**src/rtl/frame_tx_pkg.sv**
```systemverilog
package frame_tx_pkg;
  typedef struct packed {
    logic [1:0] par;
    logic       lsb_first;
    logic [1:0] stop;
    logic [1:0] len;
  } ctrl_t;

  typedef enum logic [2:0] {
    S_IDLE, S_START, S_DATA, S_PAR, S_STOP
  } tx_state_e;

  localparam logic [1:0] PAR_NONE = 2'b00;
  localparam logic [1:0] PAR_ZERO = 2'b01;
  localparam logic [1:0] PAR_EVEN = 2'b10;
  localparam logic [1:0] PAR_ODD  = 2'b11;
  localparam logic [1:0] STOP_TWO = 2'b10;

  function automatic logic [3:0] data_len(input logic [1:0] code);
    case (code)
      2'b01:   return 4'd9;
      2'b10:   return 4'd7;
      default: return 4'd8;
    endcase
  endfunction
endpackage

```
**src/rtl/frame_tx_parity.sv**
```systemverilog
module frame_tx_parity
  import frame_tx_pkg::*;
#(
  parameter int DATA_W = 9
) (
  input  logic [DATA_W-1:0] data_i,
  input  logic [1:0]        mode_i,
  output logic              par_o
);
  always_comb begin
    case (mode_i)
      PAR_EVEN: par_o = ^data_i;
      PAR_ODD:  par_o = ~(^data_i);
      default:  par_o = 1'b0;
    endcase
  end
endmodule

```
**src/rtl/frame_tx_capture.sv**
```systemverilog
module frame_tx_capture
  import frame_tx_pkg::*;
#(
  parameter int DATA_W = 9
) (
  input  logic              clk_i,
  input  logic              rst_ni,
  input  logic              load_i,
  input  logic [DATA_W-1:0] data_i,
  input  ctrl_t             ctrl_i,
  output ctrl_t             cfg_o,
  output logic [DATA_W-1:0] data_o,
  output logic              par_o
);
  localparam ctrl_t CFG_RST = '{par: 2'b00, lsb_first: 1'b0, stop: 2'b01, len: 2'b11};

  logic [3:0]        nbits;
  logic [DATA_W-1:0] mask;
  logic [DATA_W-1:0] data_m;
  logic              par_d;

  assign nbits = data_len(ctrl_i.len);

  always_comb begin
    for (int i = 0; i < DATA_W; i++) mask[i] = (i < int'(nbits));
  end
  assign data_m = data_i & mask;

  frame_tx_parity #(.DATA_W(DATA_W)) u_par (
    .data_i (data_m),
    .mode_i (ctrl_i.par),
    .par_o  (par_d)
  );

  always_ff @(posedge clk_i or negedge rst_ni) begin
    if (!rst_ni) begin
      cfg_o  <= CFG_RST;
      data_o <= '0;
      par_o  <= 1'b0;
    end else if (load_i) begin
      cfg_o  <= ctrl_i;
      data_o <= data_m;
      par_o  <= par_d;
    end
  end
endmodule

```
**src/rtl/frame_tx_bitsel.sv**
```systemverilog
module frame_tx_bitsel #(
  parameter int DATA_W = 9,
  localparam int CNT_W = $clog2(DATA_W + 1)
) (
  input  logic [DATA_W-1:0] data_i,
  input  logic [CNT_W-1:0]  cnt_i,
  input  logic [CNT_W-1:0]  nbits_i,
  input  logic              lsb_first_i,
  output logic              bit_o
);
  logic [CNT_W-1:0] idx;

  assign idx   = lsb_first_i ? cnt_i : (nbits_i - CNT_W'(1) - cnt_i);
  assign bit_o = data_i[idx];
endmodule

```
**src/rtl/frame_tx_seq.sv**
```systemverilog
module frame_tx_seq
  import frame_tx_pkg::*;
#(
  parameter int DATA_W = 9,
  localparam int CNT_W = $clog2(DATA_W + 1)
) (
  input  logic             clk_i,
  input  logic             rst_ni,
  input  logic             tick_i,
  input  logic             start_i,
  input  logic [CNT_W-1:0] nbits_i,
  input  logic             par_en_i,
  input  logic             two_stop_i,
  output logic             load_o,
  output tx_state_e        state_o,
  output logic [CNT_W-1:0] cnt_o,
  output logic             busy_o,
  output logic             done_o
);
  tx_state_e        state_d;
  logic [CNT_W-1:0] cnt_d;
  logic             stop2_q, stop2_d;
  logic             done_d;

  assign busy_o = (state_o != S_IDLE);
  assign load_o = start_i && !busy_o;

  always_comb begin
    state_d = state_o;
    cnt_d   = cnt_o;
    stop2_d = stop2_q;
    done_d  = 1'b0;
    case (state_o)
      S_IDLE:  if (start_i) state_d = S_START;
      S_START: if (tick_i) begin
        state_d = S_DATA;
        cnt_d   = '0;
      end
      S_DATA:  if (tick_i) begin
        if (cnt_o == nbits_i - CNT_W'(1)) begin
          state_d = par_en_i ? S_PAR : S_STOP;
          stop2_d = 1'b0;
        end else begin
          cnt_d = cnt_o + CNT_W'(1);
        end
      end
      S_PAR:   if (tick_i) begin
        state_d = S_STOP;
        stop2_d = 1'b0;
      end
      S_STOP:  if (tick_i) begin
        if (two_stop_i && !stop2_q) begin
          stop2_d = 1'b1;
        end else begin
          state_d = S_IDLE;
          done_d  = 1'b1;
        end
      end
      default: state_d = S_IDLE;
    endcase
  end

  always_ff @(posedge clk_i or negedge rst_ni) begin
    if (!rst_ni) begin
      state_o <= S_IDLE;
      cnt_o   <= '0;
      stop2_q <= 1'b0;
      done_o  <= 1'b0;
    end else begin
      state_o <= state_d;
      cnt_o   <= cnt_d;
      stop2_q <= stop2_d;
      done_o  <= done_d;
    end
  end

  assert_done_ends_busy_R8: assert property (@(posedge clk_i) disable iff (!rst_ni)
    done_o |-> (!busy_o && $past(busy_o)));
  assert_done_single_R8: assert property (@(posedge clk_i) disable iff (!rst_ni)
    done_o |=> !done_o);
  assert_data_cnt_range_R3: assert property (@(posedge clk_i) disable iff (!rst_ni)
    (state_o == S_DATA) |-> (cnt_o < nbits_i));
endmodule

```
**src/rtl/frame_tx.sv**
```systemverilog
module frame_tx
  import frame_tx_pkg::*;
#(
  parameter int DATA_W = 9,
  localparam int CNT_W  = $clog2(DATA_W + 1),
  localparam int CTRL_W = $bits(ctrl_t)
) (
  input  logic              clk_i,
  input  logic              rst_ni,
  input  logic              tick_i,
  input  logic              start_i,
  input  logic [CTRL_W-1:0] ctrl_i,
  input  logic [DATA_W-1:0] data_i,
  output logic              tx_o,
  output logic              busy_o,
  output logic              done_o
);
  ctrl_t             cfg_q;
  logic [DATA_W-1:0] data_q;
  logic              par_q;
  logic              load;
  tx_state_e         state;
  logic [CNT_W-1:0]  cnt;
  logic [CNT_W-1:0]  nbits;
  logic              data_bit;

  assign nbits = CNT_W'(data_len(cfg_q.len));

  frame_tx_capture #(.DATA_W(DATA_W)) u_cap (
    .clk_i  (clk_i),
    .rst_ni (rst_ni),
    .load_i (load),
    .data_i (data_i),
    .ctrl_i (ctrl_t'(ctrl_i)),
    .cfg_o  (cfg_q),
    .data_o (data_q),
    .par_o  (par_q)
  );

  frame_tx_seq #(.DATA_W(DATA_W)) u_seq (
    .clk_i      (clk_i),
    .rst_ni     (rst_ni),
    .tick_i     (tick_i),
    .start_i    (start_i),
    .nbits_i    (nbits),
    .par_en_i   (cfg_q.par != PAR_NONE),
    .two_stop_i (cfg_q.stop == STOP_TWO),
    .load_o     (load),
    .state_o    (state),
    .cnt_o      (cnt),
    .busy_o     (busy_o),
    .done_o     (done_o)
  );

  frame_tx_bitsel #(.DATA_W(DATA_W)) u_sel (
    .data_i      (data_q),
    .cnt_i       (cnt),
    .nbits_i     (nbits),
    .lsb_first_i (cfg_q.lsb_first),
    .bit_o       (data_bit)
  );

  always_comb begin
    case (state)
      S_START: tx_o = 1'b0;
      S_DATA:  tx_o = data_bit;
      S_PAR:   tx_o = par_q;
      default: tx_o = 1'b1;
    endcase
  end

  assert_idle_line_R1: assert property (@(posedge clk_i) disable iff (!rst_ni)
    !busy_o |-> tx_o);
  assert_start_low_R2: assert property (@(posedge clk_i) disable iff (!rst_ni)
    (start_i && !busy_o) |=> (busy_o && !tx_o));
  assert_hold_R7: assert property (@(posedge clk_i) disable iff (!rst_ni)
    (busy_o && !tick_i) |=> $stable(tx_o));
  assert_even_parity_R5: assert property (@(posedge clk_i) disable iff (!rst_ni)
    (state == S_PAR && cfg_q.par == PAR_EVEN) |-> !(^{data_q, tx_o}));
  assert_cfg_held_R9: assert property (@(posedge clk_i) disable iff (!rst_ni)
    (busy_o && $past(busy_o)) |-> $stable(cfg_q));
endmodule

```
**config.mk**
```make
export PLATFORM = sky130hd
export DESIGN_NAME = frame_tx
export DESIGN_NICKNAME = d
export VERILOG_FILES = /design/src/rtl/frame_tx_pkg.sv /design/src/rtl/frame_tx_parity.sv /design/src/rtl/frame_tx_capture.sv /design/src/rtl/frame_tx_bitsel.sv /design/src/rtl/frame_tx_seq.sv /design/src/rtl/frame_tx.sv
export SDC_FILE = /design/constraint.sdc
export NUM_CORES = 1
export LEC_CHECK = 0
export CAP_MARGIN = 10
export CORE_ASPECT_RATIO = 0.8
export CORE_MARGIN = 2
export CORE_UTILIZATION = 40
export DETAILED_ROUTE_END_ITERATION = 7
export DONT_BUFFER_PORTS = 1
export SYNTH_ARGS = -nofsm -noshare
export SYNTH_HDL_FRONTEND = slang
export SYNTH_SLANG_ARGS = --single-unit
export TNS_END_PERCENT = 5
```
**constraint.sdc**
```tcl
create_clock -name clk_i -period 2.55 [get_ports clk_i]
set_clock_uncertainty 0.2 [all_clocks]
set_input_delay 0.255 -clock clk_i [delete_from_list [all_inputs] [get_ports clk_i]]
set_output_delay 0.255 -clock clk_i [all_outputs]
set_load 0.01 [all_outputs]
```
==> metrics.yaml <==
clocking:
  cts_num_sinks: 26
  cts.reportedPaths.clkPinSlew_ps: 100
  cts-root-buf: "clkbuf_8"
  clk_path_buf_depth: 2
  cts_tree: "yes"
  clk_latency_ps: 280
  cts_buffers: 3
  htreeDepth: 1
pwr:
  totalPowerFinal_mw: 2.813
  vdd_drop_max_v: 0.0004999
  pwr-share-seq: 0.286
  p_per_area_nw_per_um2: 1270
  leakage_nw: 0.9981
  switching_share: 0.4130
  p_int_mw: 1.651
  p_sw_mw: 1.162
  p_comb_frac: 0.588
  clkPwrFrac: 0.127
critical_path:
  end_kind: "output pin"
  slowest_delay_ps: 570
  crit_buf_inv: 3
  crit_slowest_cell: "fa_2"
  worstPathCellList: "inv_4, ha_4, inv_2, ha_4, fa_2, nor2_4, a32oi_2, buf_4, nand3_2, o311ai_2, nand3_1, o21ai_2"
  critical_path_class: "reg -> out"
  crit_path_frequent_cell: "ha_4"
  cp.required_ps: 2100
  cp_top_family: "adder cells"
  arrival_ps: 2750
  critPathLaunchType: "flip-flop"
  cp_max_fo: 3
routing:
  routed_wl_mm: 3.916
  ant_nets: 0
  drt-initial-drc-count: 32
  vias: 1461
  routed_via_density: 5.218
  first_pass_iters: 4
  drc: 0
  wl_per_cell_um: 13.99
synth:
  async_flop_share: 1.000
  syn_avg_cell_area_um2: 8.752
  syn_inst: 188
  ys_seq_area_frac: 0.3977
  ys.flop_type: "dfrtp_1"
  synth_cell_type_count: 46
  synth_area_um2: 1645
  synth-seq-cells: 26
  syn_nets: 218
  yosysWarnings: 0
  synth-edff-count: 0
floorplan:
  row_count: 20
  dieHeight_um: 61.37
  num_io_pins: 23
  die_x_um: 75.71
  core_um2: 3879
  die_area_um2: 4646
  start_util: 0.4242
run:
  cap_violations: 0
grt:
  grt_pass1_wl_mm: 6.320
  grt_use_met2: 0.3168
  grt_max_degree: 27
  antenna_found_initial: 0
  grt_pass1_vias: 1421
  grtUsageMet3: 0.03437
  gr-total-overflow: 0
  grt_busiest_layer: "met2"
  grt_use_met1: 0.2423
  track_usage: 0.1851
sta:
  period_needed_ps: 3206
  tightest_slew_ps: 506.1
  finalSetupViolCount: 1
  hold_ws_ps: 56.01
  fin_crit_sh: 1.257
  report.final.hold_viol_count: 0
  rsz0062_at_grt: "yes"
  max_freq_mhz: 311.9
  layout_setup_ws_ps: -656.4
  slew_violations: 0
  relSlewSlack: 0.6626
status:
  outcome: "finished with violations"
  violations: "negative setup slack"
placement:
  place_ws_ps: -458.3
  dpl.cell_count: 253
  port_buffers: 0
  place.detailed.hpwl_mm: 2.857
  finalWeightedCongestion: 0.8627
finish:
  stdcell_count: 280
  nNetsFinal: 256
  drive_gt1_frac: 0.2222
  area_delta_synth_final_pct: 34.60
  n_fill_cell: 349
  antenna_cells: 0
  fin_util: 0.5710
worst_hold_path:
  min_path_type: "in -> reg"
==> what timing repair did <==
item | in CTS | in global routing
gates resized for setup | 6 | 7
buffers inserted | 2 | 1
endpoints found under the hold margin | 45 | 1
hold buffers | 19 | 1
pin swaps | 7 | 7
setup endpoints to repair | 3 | 1
==> cell type report <==
cell class / instances / area (um^2) / share of cell area
clock buffer: 3 / 41.29 / 0.01864
clock inverter: 1 / 30.03 / 0.01356
inverter: 11 / 43.79 / 0.01977
multi-input combinational: 144 / 1016 / 0.4588
sequential: 26 / 654.4 / 0.2955
tap: 55 / 68.82 / 0.03107
timing repair buffer: 40 / 360.3 / 0.1627
==> synth_stat cells (2+ instances only) <==
library cell  count  area share
mux2i_1           2       0.012
nor3b_1           2      0.0091
nand2b_1          3       0.011
nand2_1          51        0.12
ha_1              9       0.068
o21ai_0          12       0.037
xnor2_1           9       0.048
inv_1            11       0.025
a21oi_1           5       0.015
nand3b_1          3       0.014
dfrtp_1          23        0.35
nor2_1            6       0.014
dfstp_2           3       0.048
and4_1            2       0.011
clkbuf_1          4      0.0091
buf_2             3      0.0091
xor2_1            4       0.021
mux2_1            2       0.014
nand3_1           7       0.021
==> final timing paths <==
check,startpoint,end,slack (ps),cells after the start
max in group asynchronous,rst_ni,u_cap.cfg_o[2],1720,2
min,ctrl_i[1],u_cap.data_o[4],60,4
max reg2reg,u_cap.cfg_o[0],u_seq.state_o[0],110,8
max,u_cap.cfg_o[1],tx_o,-660,12
min reg2reg,u_cap.cfg_o[6],u_cap.cfg_o[6],290,2
min in group asynchronous,rst_ni,u_seq.cnt_o[0],200,2
==> logic make-up after synthesis <==
kind of cell,Yosys count,share of synthesized area
buffers and inverters,18,0.04334
adders and majority gates,10,0.08061
and+or+nand+nor,85,0.2479
xor gates and xnor gates,13,0.06920
DFF,26,0.3977
AOI/OAI and AO/OA,31,0.1285
muxes,5,0.03270
==> metal layers <==
layer	routed length (um)	vias up
li1	-	710
met1	1861	716
met3	151	5
met4	44	0
met2	1859	30
met5	0	-
==> metrics by stage <==
| stage | TNS, ps | area (um^2) |
|---|---|---|
| floorplan | -241.0 | 1674 |
| global placement | -394.2 | 1841 |
| detailed placement | -458.3 | 1841 |
| CTS | -723.2 | 2155 |
| global route | -741.6 | 2215 |
| finish | -656.4 | 2215 |
==> worst min-delay path, cell delays in order <==
cell,delay (ps)
ha_1,100
nand2_1,40
nand3_1,70
nand2_1,50
==> layout by cell type, fill, tap and decap left out, types with 2 or more instances in the layout <==
cell type      count
a21oi_1            4
nand3_2            2
nor3b_1            2
nand3b_1           3
nor2_1             5
xnor2_1            9
a21oi_2            2
dlygate4sd3_1     19
inv_1              8
nand2_1           51
ha_1               5
nand2b_1           3
mux2i_1            2
ha_4               3
nand3_1            6
clkbuf_8           3
and4_1             2
buf_4             20
inv_2              2
dfstp_2            3
mux2_1             2
xor2_1             4
o21ai_0           11
dfrtp_1           23
==> flip-flops by register name, summed over array words and instances (netlist names) <==
signal / count
u_cap.cfg_o: 7
u_cap.data_o: 9
u_cap.par_o: 1
u_seq.cnt_o: 4
u_seq.done_o: 1
u_seq.state_o: 3
u_seq.stop2_q: 1
==> power by group through the flow <==
stage / combinational, mW / sequential [mW] / clock [mW]
after floorplan: 0.998 / 0.703 / 0
after global routing: 1.82 / 0.829 / 0.378
after global placement: 1.33 / 0.787 / 0
final: 1.65 / 0.804 / 0.356
after CTS: 1.55 / 0.794 / 0.361
after detailed placement: 1.38 / 0.795 / 0
No activity file was read; power rests on OpenSTA's default activity.
